`src/rtl/mc_cond_pkg.sv`:
```
package mc_cond_pkg;
  typedef enum logic {
    KIND_REP  = 1'b0,
    KIND_EXIG = 1'b1
  } mc_kind_e;
endpackage

```
`src/rtl/mc_pend_bank.sv`:
```
module mc_pend_bank #(
  parameter int N_SUB = 8
) (
  input  logic             clk,
  input  logic             rst,
  input  logic [N_SUB-1:0] set_i,
  input  logic [N_SUB-1:0] clr_i,
  output logic [N_SUB-1:0] pend_o
);
  // one sticky latch per subclass; a set wins over a same-cycle clear
  for (genvar g = 0; g < N_SUB; g++) begin : g_sub
    always_ff @(posedge clk) begin
      if (rst)
        pend_o[g] <= 1'b0;
      else
        pend_o[g] <= set_i[g] | (pend_o[g] & ~clr_i[g]);
    end
  end
endmodule

```
`src/rtl/mc_dmg_guard.sv`:
```
module mc_dmg_guard (
  input  logic clk,
  input  logic rst,
  input  logic exig_cond_i,
  input  logic damage_i,
  input  logic glob_en_i,
  input  logic take_exig_i,
  output logic exig_pend_o,
  output logic dmg_pend_o,
  output logic chkstop_o
);
  logic armed_q;
  logic low_seen_q;
  logic stop_now;

  assign stop_now = damage_i & armed_q & ~glob_en_i;

  always_ff @(posedge clk) begin
    if (rst) begin
      exig_pend_o <= 1'b0;
      dmg_pend_o  <= 1'b0;
      armed_q     <= 1'b0;
      low_seen_q  <= 1'b0;
      chkstop_o   <= 1'b0;
    end else begin
      exig_pend_o <= exig_cond_i | damage_i | (exig_pend_o & ~take_exig_i);
      dmg_pend_o  <= damage_i | (dmg_pend_o & ~take_exig_i);
      if (stop_now)
        chkstop_o <= 1'b1;
      if (take_exig_i && dmg_pend_o) begin
        armed_q    <= 1'b1;
        low_seen_q <= 1'b0;
      end else if (armed_q) begin
        if (!glob_en_i)
          low_seen_q <= 1'b1;
        else if (low_seen_q) begin
          armed_q    <= 1'b0;
          low_seen_q <= 1'b0;
        end
      end
    end
  end
endmodule

```
`src/rtl/mc_req_arb.sv`:
```
module mc_req_arb
  import mc_cond_pkg::*;
#(
  parameter int N_SUB = 8
) (
  input  logic             clk,
  input  logic             rst,
  input  logic [N_SUB-1:0] pend_i,
  input  logic [N_SUB-1:0] mask_i,
  input  logic             glob_en_i,
  input  logic             bound_i,
  input  logic             busy_i,
  input  logic             exig_pend_i,
  input  logic             dmg_pend_i,
  input  logic             stopped_i,
  output logic             take_exig_o,
  output logic [N_SUB-1:0] rep_clr_o,
  output logic             req_o,
  output logic             kind_o,
  output logic             suppress_o,
  output logic [N_SUB-1:0] code_sub_o,
  output logic             code_dmg_o
);
  logic take_rep;
  logic any_enabled;

  assign any_enabled = |(pend_i & mask_i);
  assign take_exig_o = glob_en_i & exig_pend_i & ~stopped_i;
  assign take_rep    = glob_en_i & any_enabled & bound_i & ~busy_i
                       & ~take_exig_o & ~stopped_i;
  assign rep_clr_o   = take_rep ? pend_i : '0;

  always_ff @(posedge clk) begin
    if (rst) begin
      req_o      <= 1'b0;
      kind_o     <= KIND_REP;
      suppress_o <= 1'b0;
      code_sub_o <= '0;
      code_dmg_o <= 1'b0;
    end else begin
      req_o      <= take_exig_o | take_rep;
      kind_o     <= take_exig_o ? KIND_EXIG : KIND_REP;
      suppress_o <= take_exig_o;
      code_sub_o <= take_rep ? pend_i : '0;
      code_dmg_o <= take_exig_o & dmg_pend_i;
    end
  end
endmodule

```
`src/rtl/mc_cond_ctrl.sv`:
```
module mc_cond_ctrl #(
  parameter int N_SUB = 8
) (
  input  logic             clk,
  input  logic             rst,
  input  logic [N_SUB-1:0] rep_cond_i,
  input  logic             exig_cond_i,
  input  logic             damage_i,
  input  logic             glob_en_i,
  input  logic [N_SUB-1:0] sub_mask_i,
  input  logic             insn_bound_i,
  input  logic             mfunc_busy_i,
  output logic             mc_req_o,
  output logic             mc_exig_o,
  output logic             suppress_o,
  output logic [N_SUB-1:0] code_sub_o,
  output logic             code_dmg_o,
  output logic             chkstop_o
);
  logic [N_SUB-1:0] pend_q;
  logic [N_SUB-1:0] rep_clr;
  logic             take_exig;
  logic             exig_pend;
  logic             dmg_pend;

  mc_pend_bank #(.N_SUB(N_SUB)) bank_i (
    .clk(clk), .rst(rst), .set_i(rep_cond_i), .clr_i(rep_clr), .pend_o(pend_q)
  );

  mc_dmg_guard guard_i (
    .clk(clk), .rst(rst), .exig_cond_i(exig_cond_i), .damage_i(damage_i),
    .glob_en_i(glob_en_i), .take_exig_i(take_exig), .exig_pend_o(exig_pend),
    .dmg_pend_o(dmg_pend), .chkstop_o(chkstop_o)
  );

  mc_req_arb #(.N_SUB(N_SUB)) arb_i (
    .clk(clk), .rst(rst), .pend_i(pend_q), .mask_i(sub_mask_i),
    .glob_en_i(glob_en_i), .bound_i(insn_bound_i), .busy_i(mfunc_busy_i),
    .exig_pend_i(exig_pend), .dmg_pend_i(dmg_pend), .stopped_i(chkstop_o),
    .take_exig_o(take_exig), .rep_clr_o(rep_clr), .req_o(mc_req_o),
    .kind_o(mc_exig_o), .suppress_o(suppress_o), .code_sub_o(code_sub_o),
    .code_dmg_o(code_dmg_o)
  );
endmodule

```
`config.mk`:
```
export PLATFORM = sky130hd
export DESIGN_NAME = mc_cond_ctrl
export DESIGN_NICKNAME = d
export VERILOG_FILES = /design/src/rtl/mc_cond_pkg.sv /design/src/rtl/mc_pend_bank.sv /design/src/rtl/mc_dmg_guard.sv /design/src/rtl/mc_req_arb.sv /design/src/rtl/mc_cond_ctrl.sv
export SDC_FILE = /design/constraint.sdc
export NUM_CORES = 1
export LEC_CHECK = 0
export BUFFER_PORTS_ARGS = -buffer_cell sky130_fd_sc_hd__clkbuf_2
export CELL_PAD_IN_SITES_DETAIL_PLACEMENT = 1
export CELL_PAD_IN_SITES_GLOBAL_PLACEMENT = 1
export CORE_ASPECT_RATIO = 1.5
export CORE_MARGIN = 2
export CORE_UTILIZATION = 34
export DETAILED_ROUTE_END_ITERATION = 7
export PLACE_DENSITY = 0.81
export RECOVER_POWER = 25
export SETUP_SLACK_MARGIN = 0.05
export SLEW_MARGIN = 40
export SYNTH_ARGS = -nofsm -noshare
export SYNTH_HDL_FRONTEND = slang
export SYNTH_HIERARCHICAL = 1
export SYNTH_SLANG_ARGS = --single-unit
```
`constraint.sdc`:
```
create_clock -name clk -period 1.46 [get_ports clk]
set_input_delay 0.146 -clock clk [delete_from_list [all_inputs] [get_ports clk]]
set_output_delay 0.146 -clock clk [all_outputs]
set_load 0.005 [all_outputs]
```
== After elaboration in Yosys (flattened, before gate mapping) ==
Index checks and enable logic that the tools add are counted.

* Logic and storage cells: 73
* Output and inout port bits: 13
* Register bits after elaboration: 25

* Reductions and logical operators: 3
* Mux-type cells: 7
* Bitwise gates (word level): 45

{| class="wikitable"
|+ Operator list
! operator !! count
|-
| $and A1 B1 Y1 || 20
|-
| $not A1 Y1 || 12
|-
| $or A1 B1 Y1 || 12
|-
| $and A8 B8 Y8 || 1
|-
| $mux W8 || 1
|-
| $reduce_or A8 Y1 || 1
|-
| $mux W1 || 6
|-
| $reduce_or A2 Y1 || 1
|-
| $logic_and A1 B1 Y1 || 1
|}

== Logic depth before layout (Yosys ltp) ==
* Word-level depth: 11
* Depth in mapped cells: 7
* Gate-level depth less buffers: 5

== Modules after synthesis ==
The synthesis kept the hierarchy.

{| class="wikitable"
|+ By module, submodules not included
! module !! sequential area each (µm²) !! area each (µm²) !! times used !! cells each
|-
| mc_req_arb || 220.2 || 524.3 || 1 || 43
|-
| mc_pend_bank || 160.2 || 381.6 || 1 || 33
|-
| mc_dmg_guard || 100.1 || 187.7 || 1 || 20
|}

== Least setup slack after synthesis ==
Ideal clock, no wire load.

* Kind: register -> register
* Start: register bank_i.pend_o[4]
* End: register bank_i.pend_o[0]
* Path slack: 0.080 ns
* Library setup time: 0.113 ns
* Path buffers: 2
* Period minus slack after synthesis: 1.380 ns
* Data arrival time: 1.267 ns
* Required time: 1.347 ns
* Stages on the path, launching flop included: 8
* Cell sequence: dfxtp_1 a22oi_1 and4_1 buf_6 buf_12 nor3b_2 nand2b_4 a21oi_2

* Cells in the longest elaborated chain, start to end: 11

{| class="wikitable"
|+ Ends and longest elaborated chain
! element !! RTL line !! source
|-
| start, declared || mc_pend_bank.sv:8 || <nowiki>output logic [N_SUB-1:0] pend_o</nowiki>
|-
| start signal, assigned by index || mc_pend_bank.sv:16 || <nowiki>pend_o[g] <= set_i[g] | (pend_o[g] & ~clr_i[g]);</nowiki>
|-
| $and A8 B8 Y8 || mc_req_arb.sv:27 || <nowiki>assign any_enabled = |(pend_i & mask_i);</nowiki>
|-
| $reduce_or A8 Y1 || mc_req_arb.sv:27 ||
|-
| $and A1 B1 Y1 (3 in a row) || mc_req_arb.sv:29 || <nowiki>assign take_rep = glob_en_i & any_enabled & bound_i & ~busy_i</nowiki>
|-
| $and A1 B1 Y1 (2 in a row) || mc_req_arb.sv:30 || <nowiki>& ~take_exig_o & ~stopped_i;</nowiki>
|-
| $mux W8 || mc_req_arb.sv:31 || <nowiki>assign rep_clr_o = take_rep ? pend_i : '0;</nowiki>
|-
| net rep_clr[0] || mc_cond_ctrl.sv:21 || <nowiki>logic [N_SUB-1:0] rep_clr;</nowiki>
|-
| $not A1 Y1 || mc_pend_bank.sv:16 ||
|-
| $and A1 B1 Y1 || mc_pend_bank.sv:16 ||
|-
| $or A1 B1 Y1 || mc_pend_bank.sv:16 ||
|}

The timed path passes the listed nets, and every way through them passes these cells.
A chain may end at the register's enable or synchronous reset.

== Worst setup path in the final report ==
* Start: register bank_i.pend_o[2]
* End: register bank_i.pend_o[2]

* Cells in the longest elaborated chain, start to end: 11

{| class="wikitable"
|+ Ends and longest elaborated chain
! element !! RTL line
|-
| $and A8 B8 Y8 || mc_req_arb.sv:27
|-
| $reduce_or A8 Y1 || mc_req_arb.sv:27
|-
| $and A1 B1 Y1 (3 in a row) || mc_req_arb.sv:29
|-
| $and A1 B1 Y1 (2 in a row) || mc_req_arb.sv:30
|-
| $mux W8 (*) || mc_req_arb.sv:31
|-
| net rep_clr[2] || mc_cond_ctrl.sv:21
|-
| $not A1 Y1 (*) || mc_pend_bank.sv:16
|-
| $and A1 B1 Y1 (*) || mc_pend_bank.sv:16
|-
| $or A1 B1 Y1 (*) || mc_pend_bank.sv:16
|}

The timed path passes the listed nets; every way through them passes the cells marked *.

==> summary.txt <==
CTS
  • Post-CTS Hold Buffers: 0
  • Worst skew pair latency: approximately 260 ps
  • CTS tree: done
  • Clock root buffer: clkbuf_8
  • Largest buffer count on any clock path: 2
  • H-tree lvl count: 1
  • Clk slew on worst S/H paths: about 80 ps
  • Postcts setup bufs: 0
  • CTS buffer count: 3
  • CTS Sinks: 24

Setup path
  • Setup crit start: bank_i/pend_o[2]$_SDFF_PP0_
  • Critical Path End Type: flip-flop
  • Setup CP Type: reg2reg
  • R2R setup slack: 140 ps
  • Reg2reg start: bank_i/pend_o[2]$_SDFF_PP0_
  • CP Data Arrival Time: 1530 ps
  • Critical Path Fanout Max: 9
  • Worst reg-to-reg path cell count: 6
  • Worst reg2reg path endpoint: bank_i/pend_o[2]$_SDFF_PP0_
  • Worst EP required: 1670 ps
  • Crit path to: bank_i/pend_o[2]$_SDFF_PP0_
  • Critical Path Start Type: flip-flop

Drt
  • DR WL/cell: 13.79 µm
  • DRC Markers: 0
  • DR vias: about 850
  • Vias per cell: about 4.7
  • Total Wirelength: 2.509 mm
  • Pre-antenna DRT Iters: 2
  • DRT iter0 DRCs: 18
  • Routed Antenna Nets: 0

Die
  • Die Ht: 73.46 µm
  • Total die area: 3695 µm²
  • Initial cell density of the core: between 30% and 40%
  • # rows: 25
  • I/O pins: 36
  • Die X: 50.31 µm
  • Core area: about 3100 µm²

Placement
  • DP HPWL: 1.941 mm
  • Port buffer count: 35
  • Routability Congestion: 0.7580
  • Post-DP Area: 1351 µm²
  • Cells after DPL: ~180

Logic synthesis
  • Syn_area_per_cell: 11.39 µm²
  • YS warnings: 6
  • Synth unique cells: 24
  • #FFs+latches synth: 24
  • Synth Instances: 96
  • Post-synthesis sequential area ratio: 43.94%
  • Mapped Nets: 119
  • Synth Cell Area: 1094 µm²

Timing
  • Hold Vio Cnt, Final: 0
  • RSZ-0062 raised after global routing: true
  • Tcrit/Tclk final: 90.49%
  • Setup TNS: 0 ps
  • Min Clock Period, post-route: 1321 ps
  • Slew @ Worst Pin: 308.0 ps
  • Max Clk Rate: 0.7569 GHz
  • Layout Skew: 1.094 ps
  • Endpoints failing setup: 0
  • Relative slew slack: around 80%
  • Max-slew violation count: 0

Cells and area
  • FILL cells: 373
  • Most frequent cells in the layout: clkbuf_2, dfxtp_1, inv_1
  • Multi-input logic area: 533.0 µm²
  • FF+latch area: 481.7 µm²
  • Layout Cells excl Fill: 182
  • Fin area: 1419 µm²
  • Layout cells sized above 1: 54.23%
  • Most common cell after layout, fill and taps aside: clkbuf_2
  • Synth-to-Final Area Change: 29.75%
  • ANT cells: 0
  • Nets@finish: roughly 170

Global route
  • Largest net degree at the start of global routing: 15
  • Met1 Resource Use GR: 15.34%
  • First-pass GRT wire length: 4.119 mm
  • Grt total ovfl: 0
  • Initial antenna violation count: 0
  • Vias in the first global route: 939
  • M3 GR Usage: 2.236%
  • Met2 Resource Use GR: 28.51%
  • Total GRT Usage: 14.72%
  • Grt peak-use layer: met2

Worst hold path
  • Type of the most critical hold path: in2reg

Power and ir drop
  • Total power: 1.374 mW
  • Power Dens Cells: 968.1 nW/µm²
  • Leak: 0.6237 nW
  • Peak supply drop: 0.0007029 V

Outcome
  • Status: completed

Flow run
  • Max-cap violations: 0
[through the flow]
stage,setup WS (ps),hold WS [ps],util (%)
floorplan,80.03,208.4,-
global placement,153.9,373.6,43.20
detailed placement,75.65,376.3,43.20
CTS,76.02,86.96,45.00
global route,40.91,95.56,45.36
finish,138.8,91.18,45.36
[cell type report]
class | count | area share, %
flip-flops and latches | 24 | 33.95
clock buffers | 4 | 3.880
repair buffers | 46 | 18.43
multi-input cells | 58 | 37.57
well taps | 40 | 3.527
inverters | 10 | 2.646
[synth_stat cells]
library cell  number  area [µm²]
nand3b_1           1       7.510
and4_1             1       8.760
and3b_1            1       8.760
nor3b_2            9       112.6
o211a_1            1       10.01
a21oi_1            4       20.02
nand3_1            1       5.000
dfxtp_1           24       480.5
nor2b_2            1       8.760
nand4b_2           1       15.01
and2_1             2       12.51
a21oi_2            9       78.83
inv_1             10       37.54
o21bai_1           1       7.510
nand2b_1           2       12.51
a22oi_1            4       30.03
buf_4              1       7.510
nand2_1            2       7.510
nor2_1             2       7.510
nand2b_4           8       110.1
a21bo_1            1       10.01
buf_12             1       20.02
buf_6              2       22.52
nor3b_1            7       52.55
[power breakdown]
| part | switching (mW) | internal (mW) | total [mW] |
|---|---|---|---|
| Clock | 0.213 | 0.241 | 0.453 |
| Sequential | 0.0180 | 0.683 | 0.701 |
| Combinational | 0.102 | 0.117 | 0.220 |
| Total | 0.333 | 1.04 | 1.37 |
[state kept, by name (all words and copies together), names as in the netlist]
name / flops
arb_i/code_sub_o: 8
guard_i/dmg_pend_o: 1
guard_i/chkstop_o: 1
arb_i/req_o: 1
bank_i/pend_o: 8
guard_i/low_seen_q: 1
guard_i/exig_pend_o: 1
arb_i/code_dmg_o: 1
arb_i/kind_o: 1
guard_i/armed_q: 1
[metal layers]
metal  share of wire [%]  wire (µm)
met1                  36        913
met2                  58       1450
met3                 4.7        117
met4                 1.1         27
met5                   0          0
[worst min path at each step]
| stage | start | cells after the start | to |
|---|---|---|---|
| 6_report | rep_cond_i[0] | 3 | bank_i/pend_o[0]$_SDFF_PP0_ |
| 3_5_place_dp | rep_cond_i[0] | 3 | bank_i/pend_o[0]$_SDFF_PP0_ |
| 3_3_place_gp | rep_cond_i[1] | 3 | bank_i/pend_o[1]$_SDFF_PP0_ |
| 4_1_cts | rep_cond_i[0] | 3 | bank_i/pend_o[0]$_SDFF_PP0_ |
| 5_1_grt | rep_cond_i[3] | 3 | bank_i/pend_o[3]$_SDFF_PP0_ |
| 2_1_floorplan | rst | 1 | guard_i/armed_q$_SDFF_PP0_ |
[worst max-delay path, cell delays in order (launching register included)]
cell,delay (ps)
dfxtp_1,320
a22oi_1,220
and4_4,270
buf_6,150
nor3b_2,50
nand2b_4,140
a21oi_2,120
[what timing repair did]
item,CTS,global route
resized for setup,1,4
gates cloned,0,0
pin swaps,0,1
setup endpoints to repair,2,7
[logic make-up after synthesis]
family / after synthesis / share of synthesized area, %
compound gates: 20 / 14.30
buf+inv: 14 / 8.010
simple gates: 38 / 33.75
flops: 24 / 43.94
No activity file was read; power rests on OpenSTA's default activity.
